## src/rtl/latched_xcvr.sv

```systemverilog
module latched_xcvr #(
  parameter int WIDTH = 8
) (
  input  logic             clk,
  input  logic             rst_n,
  input  logic             ab_gate_n,
  input  logic             ab_cap_n,
  input  logic             ab_drv_n,
  input  logic             ba_gate_n,
  input  logic             ba_cap_n,
  input  logic             ba_drv_n,
  input  logic [WIDTH-1:0] a_in,
  output logic [WIDTH-1:0] a_out,
  output logic             a_oe,
  input  logic [WIDTH-1:0] b_in,
  output logic [WIDTH-1:0] b_out,
  output logic             b_oe
);

  logic [WIDTH-1:0] ab_q, ba_q;
  logic ab_open, ba_open;

  assign ab_open = !ab_gate_n && !ab_cap_n;
  assign ba_open = !ba_gate_n && !ba_cap_n;

  always_ff @(posedge clk or negedge rst_n) begin
    if (!rst_n)       ab_q <= '0;
    else if (ab_open) ab_q <= a_in;
  end

  always_ff @(posedge clk or negedge rst_n) begin
    if (!rst_n)       ba_q <= '0;
    else if (ba_open) ba_q <= b_in;
  end

  assign b_out = ab_open ? a_in : ab_q;
  assign a_out = ba_open ? b_in : ba_q;
  assign b_oe  = !ab_gate_n && !ab_drv_n;
  assign a_oe  = !ba_gate_n && !ba_drv_n;


  ab_gate_hold_chk: assert property (@(posedge clk) disable iff (!rst_n)
    ab_gate_n |=> $stable(ab_q));


  ab_cap_hold_chk: assert property (@(posedge clk) disable iff (!rst_n)
    ab_cap_n |=> $stable(ab_q));


  ba_gate_hold_chk: assert property (@(posedge clk) disable iff (!rst_n)
    (ba_gate_n || ba_cap_n) |=> $stable(ba_q));


  ab_freeze_chk: assert property (@(posedge clk) disable iff (!rst_n)
    ($rose(ab_cap_n) && !ab_gate_n && !$past(ab_gate_n)) |-> (b_out == $past(a_in)));


  ba_freeze_chk: assert property (@(posedge clk) disable iff (!rst_n)
    ($rose(ba_cap_n) && !ba_gate_n && !$past(ba_gate_n)) |-> (a_out == $past(b_in)));


  b_quiet_chk: assert property (@(posedge clk) disable iff (!rst_n)
    (ab_drv_n || ab_gate_n) |-> !b_oe);


  both_open_chk: assert property (@(posedge clk) disable iff (!rst_n)
    (ab_open && ba_open) |-> (b_out == a_in && a_out == b_in));

endmodule

```

## config.mk

```make
export PLATFORM = sky130hd
export DESIGN_NAME = latched_xcvr
export DESIGN_NICKNAME = d
export VERILOG_FILES = /design/src/rtl/latched_xcvr.sv
export SDC_FILE = /design/constraint.sdc
export NUM_CORES = 1
export LEC_CHECK = 0
export ABC_AREA = 1
export BUFFER_PORTS_ARGS = -buffer_cell sky130_fd_sc_hd__clkbuf_2
export CAP_MARGIN = 30
export CORE_ASPECT_RATIO = 1.25
export CORE_MARGIN = 3
export CORE_UTILIZATION = 36
export CTS_BUF_LIST = sky130_fd_sc_hd__clkbuf_16
export DETAILED_ROUTE_END_ITERATION = 16
export PLACE_DENSITY = 0.73
export SLEW_MARGIN = 10
export SYNTH_ARGS = -nofsm -noshare
export SYNTH_HDL_FRONTEND = slang
export SYNTH_SLANG_ARGS = --single-unit
```

## constraint.sdc

```tcl
create_clock -name clk -period 0.8 [get_ports clk]
set_input_delay 0.04 -clock clk [delete_from_list [all_inputs] [get_ports clk]]
set_output_delay 0.04 -clock clk [all_outputs]
set_load 0.1 [all_outputs]
```

# --- After elaboration in Yosys (flattened, before gate mapping) ---
# Cells that the tools add are included.
# W data, S select, Z words.
totals:
  regBits: 16
  in_bits: 24
  output_inout_bits: 18
op_classes:
  mux: 2
  reduce_logical: 10
ops:
  columns: ["operator", "count"]
  rows:
  - ["$mux W8", 2]
  - ["$logic_not A1 Y1", 6]
  - ["$logic_and A1 B1 Y1", 4]

# --- Depth between registers and ports, before layout ---
# Gate-level depths: netlist (run 1).
depth:
  ltp_word: 3
  ltp_mapped: 4
  ltp_nobuf: 3

# --- Worst setup path after synthesis (run 1) ---
# OpenSTA, ideal clock, no wires.
synth_path:
  kind: "input port to output port"
  startpoint: "in ab_gate_n"
  endpoint: "out b_oe"
  t_arrival_ns: 1.422
  t_required_ns: 0.760
  slack_ns: -0.662
  stages: 2
  path_buffers: 1
  cell_sequence: "buf_6 > nor2_1"
synth_via:
  elab_chain_cells: 2
synth_lines:
  columns: ["item", "line", "text"]
  rows:
  - ["start: declaration", "6", "input logic ab_gate_n,"]
  - ["$logic_not A1 Y1", "38", "assign b_oe = !ab_gate_n && !ab_drv_n;"]
  - ["$logic_and A1 B1 Y1", "38", null]
  - ["end: declaration", "17", "output logic b_oe"]
# No other way between the ends.

# --- Worst setup path after layout (run 1) ---
layout_path:
  startpoint: "reg ab_q[6]"
  endpoint: "out b_out[6]"
layout_via:
  elab_chain_cells: 1
layout_lines:
  columns: ["item", "line", "text"]
  rows:
  - ["start: declaration", "20", "logic [WIDTH-1:0] ab_q, ba_q;"]
  - ["start signal: assignment", "28", "else if (ab_open) ab_q <= a_in;"]
  - ["$mux W8", "36", "assign b_out = ab_open ? a_in : ab_q;"]
  - ["end: declaration", "16", "output logic [WIDTH-1:0] b_out,"]
# No other way between the ends.

==> metrics.cfg, run 1 <==
[synthesis]
synth_enable_flop_cells = 0
mappedNetlistNets = 94
synth.cell_area_um2 = 653.1
synthesis.instances = 70
yosysTopAreaCellShare = 0.6130
ys_types = 6
post-synth-top-count-cell = sky130_fd_sc_hd__nand2_1
synth_flop_cell = sky130_fd_sc_hd__dfrtp_1
synth_area_leaders = sky130_fd_sc_hd__dfrtp_1 61%, sky130_fd_sc_hd__nand2_1 18%, sky130_fd_sc_hd__o21ai_0 12%
avgSynthCellArea_um2 = 9.330
synthesized_flop_and_latch_total = 16
synth_top_cells_by_count = 32 x sky130_fd_sc_hd__nand2_1, 16 x sky130_fd_sc_hd__dfrtp_1, 16 x sky130_fd_sc_hd__o21ai_0
ys.warnings.count = 0
async_reset_ff_frac = 1.000
yosys.area.top_type = sky130_fd_sc_hd__dfrtp_1
synth.yosys.seq_area_share = 0.6130

[floorplan]
design.die.area_mm2 = 0.002364
chipWidth_um = 44.10
row_count = 16
initial_utilization = 0.3979
fp.dieH_um = 53.62
core_area_mm2 = 0.001642
io-pin-count = 42

[routing]
drtAntennaViolNets = 0
detail_route.iter0.violations = 13
wl_um = 2970
avgRoutedWirePerCell_um = 19.80
route.vias.total = 777
avgViaCountPerCell = 5.180
drtPass1Iterations = 3
drcViolationCount = 0

[min_path]
worst_hold_startpoint = b_in[6]
hold_crit_path_type = in2reg
holdPathStages = 3
holdPathEnd = ba_q[6]

[power_and_ir_drop]
vdd.ir_drop.worst_mv = 1.720
leakagePower_nw = 0.7561
power.density_cell_area_mw_per_mm2 = 2471

[global_routing]
antenna_violations_before_repair = 0
maximum_number_of_pins_on_one_net_before_global_route_repair = 17
gr-usage-met1 = 0.2691
gr-usage-all-layers = 0.2778
via_count_of_the_first_global_routing_pass = 917
gr-max-usage-layer = met2
globalRouteMet2Util = 0.5558
use_met3 = 0.06020
wire_length_of_the_first_global_routing_pass_um = 4560
grt_remaining_overflow = 0

[setup_path]
critical_path.cell_chain = o21ai_2, buf_6, nand2_4, buf_12
cp_num_buf_inv = 2
critical_path_arrival_ps = 1050
cp-end-kind = primary output
critical-path-top-delay-family = flip-flops
crit-reg2reg-capture = ab_q[6]
setup.worst_path.start_class = register
crit_fanout = 2
crit_type = reg2out
reg2reg_setup_slack_ps = -180
critPathSlowestCell = sky130_fd_sc_hd__dfrtp_1
slowest_delay_ps = 380
reg2regPathDepth = 5
r2r_start = ab_q[6]
crit_path_required_time_ps = 760

[finish]
antennaDiodeCount = 0
final_nets = 157
areaGrowthSynthToFinish_pct = 141.8
drive_above_1_share = 0.7273
utilization = 0.9619

[timing]
slew_limit_fails = 0
hold-worst-slack_ps = 80.89
rsz_0062_raised_after_global_routing = true
slew_headroom = 0.7211
period_utilization_post_route = 1.366
fin_worst_skew_ps = 0
final.setup.worst_slack_ps = -292.9
maxClockFrequency_mhz = 915.0
tightestPinTransition_ps = 418.3
finalWorstPathRequiredPeriod_ps = 1093
timing_hold_violations_final = 0
setup_violations = 20

[clocking]
cts_max_level = 1
root_buffer = sky130_fd_sc_hd__clkbuf_16
clkSlewWorstSetupHoldPaths_ps = 50
cts_tree = built
cts-buffers-inserted = 3
worst_skew_pair.late_latency_ps = 240
clock_sink_count = 16
cts-root-to-sink-buffers = 2

[place]
port_buffers = 41
finalWeightedCongestion = 0.7316
place.detailed.hpwl_um = 1607

[flow_run]
timing.max_cap.violations = 0

[run_status]
violated_checks = negative setup slack
outcome = finished, violations left

-- worst max-delay path by stage --
stage / start / endpoint / depth (start not counted)
6_report: ab_q[6] / b_out[6] / 4
5_1_grt: ab_q[6] / b_out[6] / 4
4_1_cts: ab_q[6] / b_out[6] / 4
3_5_place_dp: ab_gate_n / b_out[2] / 5
3_3_place_gp: ab_gate_n / b_out[1] / 5
2_1_floorplan: ab_q[6] / ab_q[6] / 2
-- cell type report --
cell class	instances	area, um2
Timing Repair Buffer	60	659.4
Multi-Input combinational cell	52	417.9
Sequential cell	16	400.4
Clock buffer	3	75.07
Fill cell	42	62.56
Tap cell	18	22.52
Clock inverter	1	3.754
-- cells in the final DEF, fill, tap and decap left out, drive strengths merged --
| cell | instances |
|---|---|
| clkbuf | 26 |
| dfrtp | 16 |
| dlygate4sd3 | 1 |
| o21ai | 16 |
| clkinv | 1 |
| nand2 | 32 |
| buf | 36 |
| nor2 | 4 |
-- registers in the layout, indices dropped and copies added (netlist names) --
signal and cells:
ba_q 8, ab_q 8
-- per-layer routing --
layer / vias to the layer above / wire length (um)
met4: 0 / 37
met1: 383 / 1020
met5: - / 0
met2: 41 / 1759
li1: 349 / -
met3: 4 / 152
-- worst register-to-register path: stages, from the launching register on --
cell and delay, ps:
sky130_fd_sc_hd__dfrtp_1 380, sky130_fd_sc_hd__o21ai_2 80, sky130_fd_sc_hd__buf_6 130, sky130_fd_sc_hd__nand2_4 50, sky130_fd_sc_hd__buf_4 130, sky130_fd_sc_hd__buf_6 100
-- per-stage QoR --
step	std cells	worst slack (ps)	power [mW]	instance area, um2	setup TNS (ps)
floorplan	70	-121.2	2.082	837.1	-794.9
global placement	136	-43.18	2.746	1393	-272.0
detailed placement	136	-71.04	2.778	1393	-611.1
CTS	149	-279.3	3.852	1560	-3422
global route	150	-316.7	3.991	1579	-4070
finish	150	-292.9	3.901	1579	-3645
-- power by group --
group	switching [mW]	leakage, nW	internal (mW)
registers	0.0503	0.198	0.912
logic	1.23	0.520	0.728
clock network	0.317	0.0385	0.663
total	1.60	0.756	2.30
-- kinds of logic (layout without fill, tap and decap cells) --
kind of cell,after synthesis,after routing,synth area share
buf+inv,2,64,0.03448
simple gates,36,36,0.2299
flops,16,16,0.6130
compound gates,16,16,0.1226
-- what timing repair did --
| action | in CTS | in global routing |
|---|---|---|
| pin swaps | 11 | 6 |
| gates resized for setup | 6 | 5 |
| setup endpoints to repair | 19 | 22 |
| setup buffers | 9 | 3 |
| hold endpoints to repair | 16 | 0 |
| hold buffers | 1 | 0 |
Note: power is estimated with default switching activity, not from simulation.
==> inputs of run 2 (changes only) <==
CORE_ASPECT_RATIO = not set   (was 1.25)
CORE_UTILIZATION = 43   (was 36)
PLACE_DENSITY = 0.81   (was 0.73)
clock period = 1.41 ns   (was 0.8 ns; I/O delays follow)
==> run 2 against run 1 <==
  * The flow now finishes without violations
  * Sequential power shrank 45%
  * Combinational power shrank 55%
  * Register-to-register slack gained 840 ps
  * Largest power group unchanged
==> metrics.cfg, run 2 (synthesis gave the netlist of run 1 again) <==
[finish]
drive_above_1_share = 0.4211
areaGrowthSynthToFinish_pct = 81.99
layout_common_cells = 32 x sky130_fd_sc_hd__nand2_1, 25 x sky130_fd_sc_hd__clkbuf_2, 16 x sky130_fd_sc_hd__o21ai_0, 16 x sky130_fd_sc_hd__dfrtp_1, 16 x sky130_fd_sc_hd__buf_12
final_common_cell = sky130_fd_sc_hd__nand2_1
multiInputGateArea_um2 = 235.2
antennaDiodeCount = 0
final.fill_count = 62
final_nets = 139
reg_top3 = ab_q (8), ba_q (8)
final_cell_area_mm2 = 0.001189
ff_latch_area_um2 = 400.4
utilization = 0.8700

[routing]
drcViolationCount = 0
avgRoutedWirePerCell_um = 14.33
drtAntennaViolNets = 0
wl_um = 1848
detail_route.iter0.violations = 9
drtPass1Iterations = 3
avgViaCountPerCell = 5.062
route.vias.total = 653

[global_routing]
gr-usage-met1 = 0.2150
antenna_violations_before_repair = 0
use_met3 = 0.07968
maximum_number_of_pins_on_one_net_before_global_route_repair = 17
wire_length_of_the_first_global_routing_pass_um = 2980
via_count_of_the_first_global_routing_pass = 689
grt_remaining_overflow = 0
gr-usage-all-layers = 0.2114
gr-max-usage-layer = met2
globalRouteMet2Util = 0.3898

[timing]
tightestPinTransition_ps = 543.2
slew_limit_fails = 0
rsz_0062_raised_after_global_routing = false
setup_violations = 0
period_utilization_post_route = 0.7864
timing_hold_violations_final = 0
setup_total_negative_slack_ps = 0
slew_headroom = 0.6394
fin_worst_skew_ps = 0
finalWorstPathRequiredPeriod_ps = 1109
hold-worst-slack_ps = 117.1
maxClockFrequency_mhz = 901.8
final.setup.worst_slack_ps = 301.2

[setup_path]
crit_fanout = 2
setup.worst_path.start_class = register
crit_path_required_time_ps = 1340
crit_type = reg2out
critical_path_arrival_ps = 1040
cp-end-kind = primary output

[place]
port_buffers = 41
place.detailed.hpwl_um = 1377
dpl_cell_area_mm2 = 0.001100
dpl_worst_slack_ps = 442.1
finalWeightedCongestion = 0.7394

[floorplan]
row_count = 13
io-pin-count = 42
chipWidth_um = 44.98
design.die.area_mm2 = 0.002023
fp.dieH_um = 44.98
initial_utilization = 0.4780
core_area_mm2 = 0.001366

[power_and_ir_drop]
vdd.ir_drop.worst_mv = 1.302
leakagePower_nw = 0.6129
power.density_cell_area_mw_per_mm2 = 1641

[clocking]
worst_skew_pair.late_latency_ps = 240
cts_tree = built
cts-buffers-inserted = 3
clock_sink_count = 16
root_buffer = sky130_fd_sc_hd__clkbuf_16
post_cts.resized_instances = 0
cts_setup_buffers = 0
cts-root-to-sink-buffers = 2
clkSlewWorstSetupHoldPaths_ps = 50
cts_max_level = 1
cts_hold_buffers = 1

[min_path]
hold_crit_path_type = in2reg

[run_status]
outcome = complete, no violations

[flow_run]
timing.max_cap.violations = 0

run 2: path summary, 6_finish.rpt:
kind | startpoint | end | slack, ps | depth (start not counted)
max in group asynchronous | rst_n | ab_q[5] | 830 | 2
setup reg to reg | ab_q[1] | ab_q[1] | 660 | 2
setup / recovery | ab_q[1] | b_out[1] | 300 | 3
hold / removal | a_in[2] | ab_q[2] | 120 | 3
hold reg to reg | ab_q[0] | ab_q[0] | 550 | 2
min in group asynchronous | rst_n | ab_q[2] | 310 | 2
run 2: routing by layer:
| metal | vias up | routed length (um) |
|---|---|---|
| li1 | 317 | - |
| met1 | 296 | 640 |
| met2 | 38 | 991 |
| met3 | 2 | 209 |
| met4 | 0 | 6 |
| met5 | - | 0 |
run 2: power by group:
part	leakage, nW	switching [mW]	total, mW	internal (mW)
logic	0.376	0.605	0.877	0.272
registers	0.198	0.0157	0.533	0.517
clock network	0.0385	0.166	0.541	0.375
total	0.613	0.787	1.95	1.16
run 2: worst max-delay path, stage by stage, from the launching register on:
cell                      delay [ps]
sky130_fd_sc_hd__dfrtp_1         360
sky130_fd_sc_hd__o21ai_0          90
sky130_fd_sc_hd__nand2_1         150
sky130_fd_sc_hd__buf_12          200
run 2: layout make-up:
type / instances / area share
timing repair buffer: 42 / 0.3832
sequential: 16 / 0.3368
multi-input combinational: 52 / 0.1979
clock buffer: 3 / 0.06316
clock inverter: 1 / 0.003158
tap: 15 / 0.01579
run 2: per-stage QoR:
stage               instances  power [mW]
finish                    129       1.951
global route              129       2.013
CTS                       129       1.968
detailed placement        124       1.411
global placement          124       1.398
floorplan                  70       1.074
==> inputs of run 3 (changes only) <==
ABC_AREA = 0   (was 1)
CORE_ASPECT_RATIO = 1.25   (was not set)
CORE_UTILIZATION = 35   (was 43)
PLACE_DENSITY = 0.72   (was 0.81)
clock period = 1 ns   (was 1.41 ns; I/O delays follow)
==> run 3 against run 2 <==
  * The run now ends with negative setup slack left
  * First-iteration DRC count decreased by 100%
  * Synthesized area fell by 6.5%
  * Worst setup slack worse by 440 ps
==> metrics.cfg, run 3 <==
[timing]
fin_worst_skew_ps = 0
slew_limit_fails = 0
setup_total_negative_slack_ps = -1837
setup_violations = 16
finalWorstPathRequiredPeriod_ps = 1139
timing_hold_violations_final = 0
maxClockFrequency_mhz = 878.3
tightestPinTransition_ps = 375.2
slew_headroom = 0.7499
rsz_0062_raised_after_global_routing = true
period_utilization_post_route = 1.139
final.setup.worst_slack_ps = -138.6

[power_and_ir_drop]
internal-power_mw = 1.900
leakagePower_nw = 0.6680
combinationalPowerShare = 0.513
power.density_cell_area_mw_per_mm2 = 2350
power.switching_mw = 1.243
power.switching_fraction = 0.3954
p_clk_frac = 0.241
seq_power_share = 0.247
vdd.ir_drop.worst_mv = 1.764
design_power_total_mw = 3.143

[clocking]
clkSlewWorstSetupHoldPaths_ps = 50
cts-buffers-inserted = 3
root_buffer = sky130_fd_sc_hd__clkbuf_16
worst_skew_pair.late_latency_ps = 240
cts_tree = built
clock_sink_count = 16
cts-root-to-sink-buffers = 2
cts_max_level = 1

[floorplan]
row_count = 16
chipWidth_um = 43.36
fp.dieH_um = 52.70
core_area_mm2 = 0.001602
design.die.area_mm2 = 0.002285
initial_utilization = 0.3813
io-pin-count = 42

[setup_path]
timing.critical_path.depth = 2
crit_fanout = 2
crit_path_required_time_ps = 950
critical_path_arrival_ps = 1090
setup.worst_path.start_class = register
slowest_delay_ps = 370
crit_type = reg2out
reg2regPathDepth = 3
critical_path.cell_chain = mux2_4, buf_12
cp_num_buf_inv = 1
cp-end-kind = primary output
critical-path-top-delay-family = flip-flops
critPathSlowestCell = sky130_fd_sc_hd__dfrtp_1

[global_routing]
wire_length_of_the_first_global_routing_pass_um = 2898
antenna_violations_before_repair = 0
maximum_number_of_pins_on_one_net_before_global_route_repair = 17
grt_remaining_overflow = 0
via_count_of_the_first_global_routing_pass = 566
gr-usage-all-layers = 0.1866

[finish]
final_nets = 116
layout_common_cells = 23 x sky130_fd_sc_hd__clkbuf_2, 18 x sky130_fd_sc_hd__buf_12, 16 x sky130_fd_sc_hd__mux2_4, 16 x sky130_fd_sc_hd__dfrtp_1, 7 x sky130_fd_sc_hd__buf_4
final_common_cell = sky130_fd_sc_hd__clkbuf_2
antennaDiodeCount = 0
final.fill_count = 81
fin_cells = 109
areaGrowthSynthToFinish_pct = 119.1
drive_above_1_share = 0.8022
reg_top3 = ab_q (8), ba_q (8)

[routing]
detail_route.iter0.violations = 0
drcViolationCount = 0
drtAntennaViolNets = 0
route.vias.total = 500
avgViaCountPerCell = 4.587
avgRoutedWirePerCell_um = 16.86
drtPass1Iterations = 1
wl_um = 1838

[synthesis]
yosysTopAreaCellShare = 0.6557
mappedNetlistNets = 60
synth.yosys.seq_area_share = 0.6557
yosys.area.top_type = sky130_fd_sc_hd__dfrtp_1
synth_top_cells_by_count = 16 x sky130_fd_sc_hd__dfrtp_1, 16 x sky130_fd_sc_hd__mux2_2, 2 x sky130_fd_sc_hd__nor2_1, 2 x sky130_fd_sc_hd__nor2_4
ys.warnings.count = 0
synth.cell_area_um2 = 610.6
synthesis.instances = 36
avgSynthCellArea_um2 = 16.96
synth_enable_flop_cells = 0
synth_area_leaders = sky130_fd_sc_hd__dfrtp_1 66%, sky130_fd_sc_hd__mux2_2 30%, sky130_fd_sc_hd__nor2_4 3.7%
ys_types = 4
async_reset_ff_frac = 1.000
synth_flop_cell = sky130_fd_sc_hd__dfrtp_1
synthesized_flop_and_latch_total = 16

[run_status]
outcome = finished, violations left
violated_checks = negative setup slack

[place]
finalWeightedCongestion = 0.6314
dp.cells = 97
dpl_worst_slack_ps = -44.55
place.detailed.hpwl_um = 1294
port_buffers = 41

[min_path]
holdPathStages = 2
hold_crit_path_type = in2reg

[flow_run]
timing.max_cap.violations = 0

==> run 3: power groups by stage <==
| stage | logic, mW | registers [mW] | clock network [mW] |
|---|---|---|---|
| 3_5_place_dp | 1.47 | 0.780 | 0 |
| 3_3_place_gp | 1.45 | 0.772 | 0 |
| 2_1_floorplan | 0.909 | 0.769 | 0 |
| 4_1_cts | 1.59 | 0.775 | 0.773 |
| 5_1_grt | 1.65 | 0.786 | 0.803 |
| 6_report | 1.61 | 0.775 | 0.757 |
==> run 3: area by class of cell <==
type                    instances  area, um2  area share
repair buffers                 51      560.5      0.4191
flip-flops and latches         16      400.4      0.2993
multi-input cells              20      275.3      0.2058
clock buffers                   3      75.07     0.05613
well taps                      18      22.52     0.01684
clock inverters                 1      3.754    0.002806
==> run 3: metal layers <==
layer / share of wire / vias to the layer above / GRT usage
met5: 0 / - / 0
met4: 0.0076 / 0 / 0.07538
met3: 0.11 / 2 / 0.07560
met2: 0.54 / 39 / 0.3227
met1: 0.34 / 226 / 0.1991
li1: - / 233 / -
==> run 3: logic make-up after synthesis <==
| logic type | count (synthesis) | synth area share |
|---|---|---|
| simple gates | 4 | 0.04918 |
| flops | 16 | 0.6557 |
| mux | 16 | 0.2951 |
==> run 3: worst paths after layout <==
kind                       startpoint        to  slack [ps]
setup / recovery              ab_q[7]  b_out[7]        -140
hold / removal                b_in[1]   ba_q[1]          70
setup reg to reg              ab_q[2]   ab_q[2]          20
hold reg to reg               ab_q[5]   ab_q[5]         510
max in group asynchronous       rst_n   ab_q[0]         450
min in group asynchronous       rst_n   ba_q[3]         280
==> run 3: what timing repair did <==
action / CTS / global route
setup buffers: 5 / 2
hold endpoints to repair: 16 / 0
gates resized for setup: 16 / 2
endpoints found under the setup margin: 16 / 16
hold buffers: 1 / 0
pin swaps: 0 / 0
==> run 3: metrics by stage <==
step | instance area (um2) | hold slack (ps) | utilization
2_1_floorplan | 615.6 | -245.6 | -
3_3_place_gp | 1129 | -19.51 | 0.7047
3_5_place_dp | 1129 | -17.19 | 0.7047
4_1_cts | 1315 | 71.37 | 0.8211
5_1_grt | 1338 | 76.26 | 0.8352
6_report | 1338 | 74.73 | 0.8352
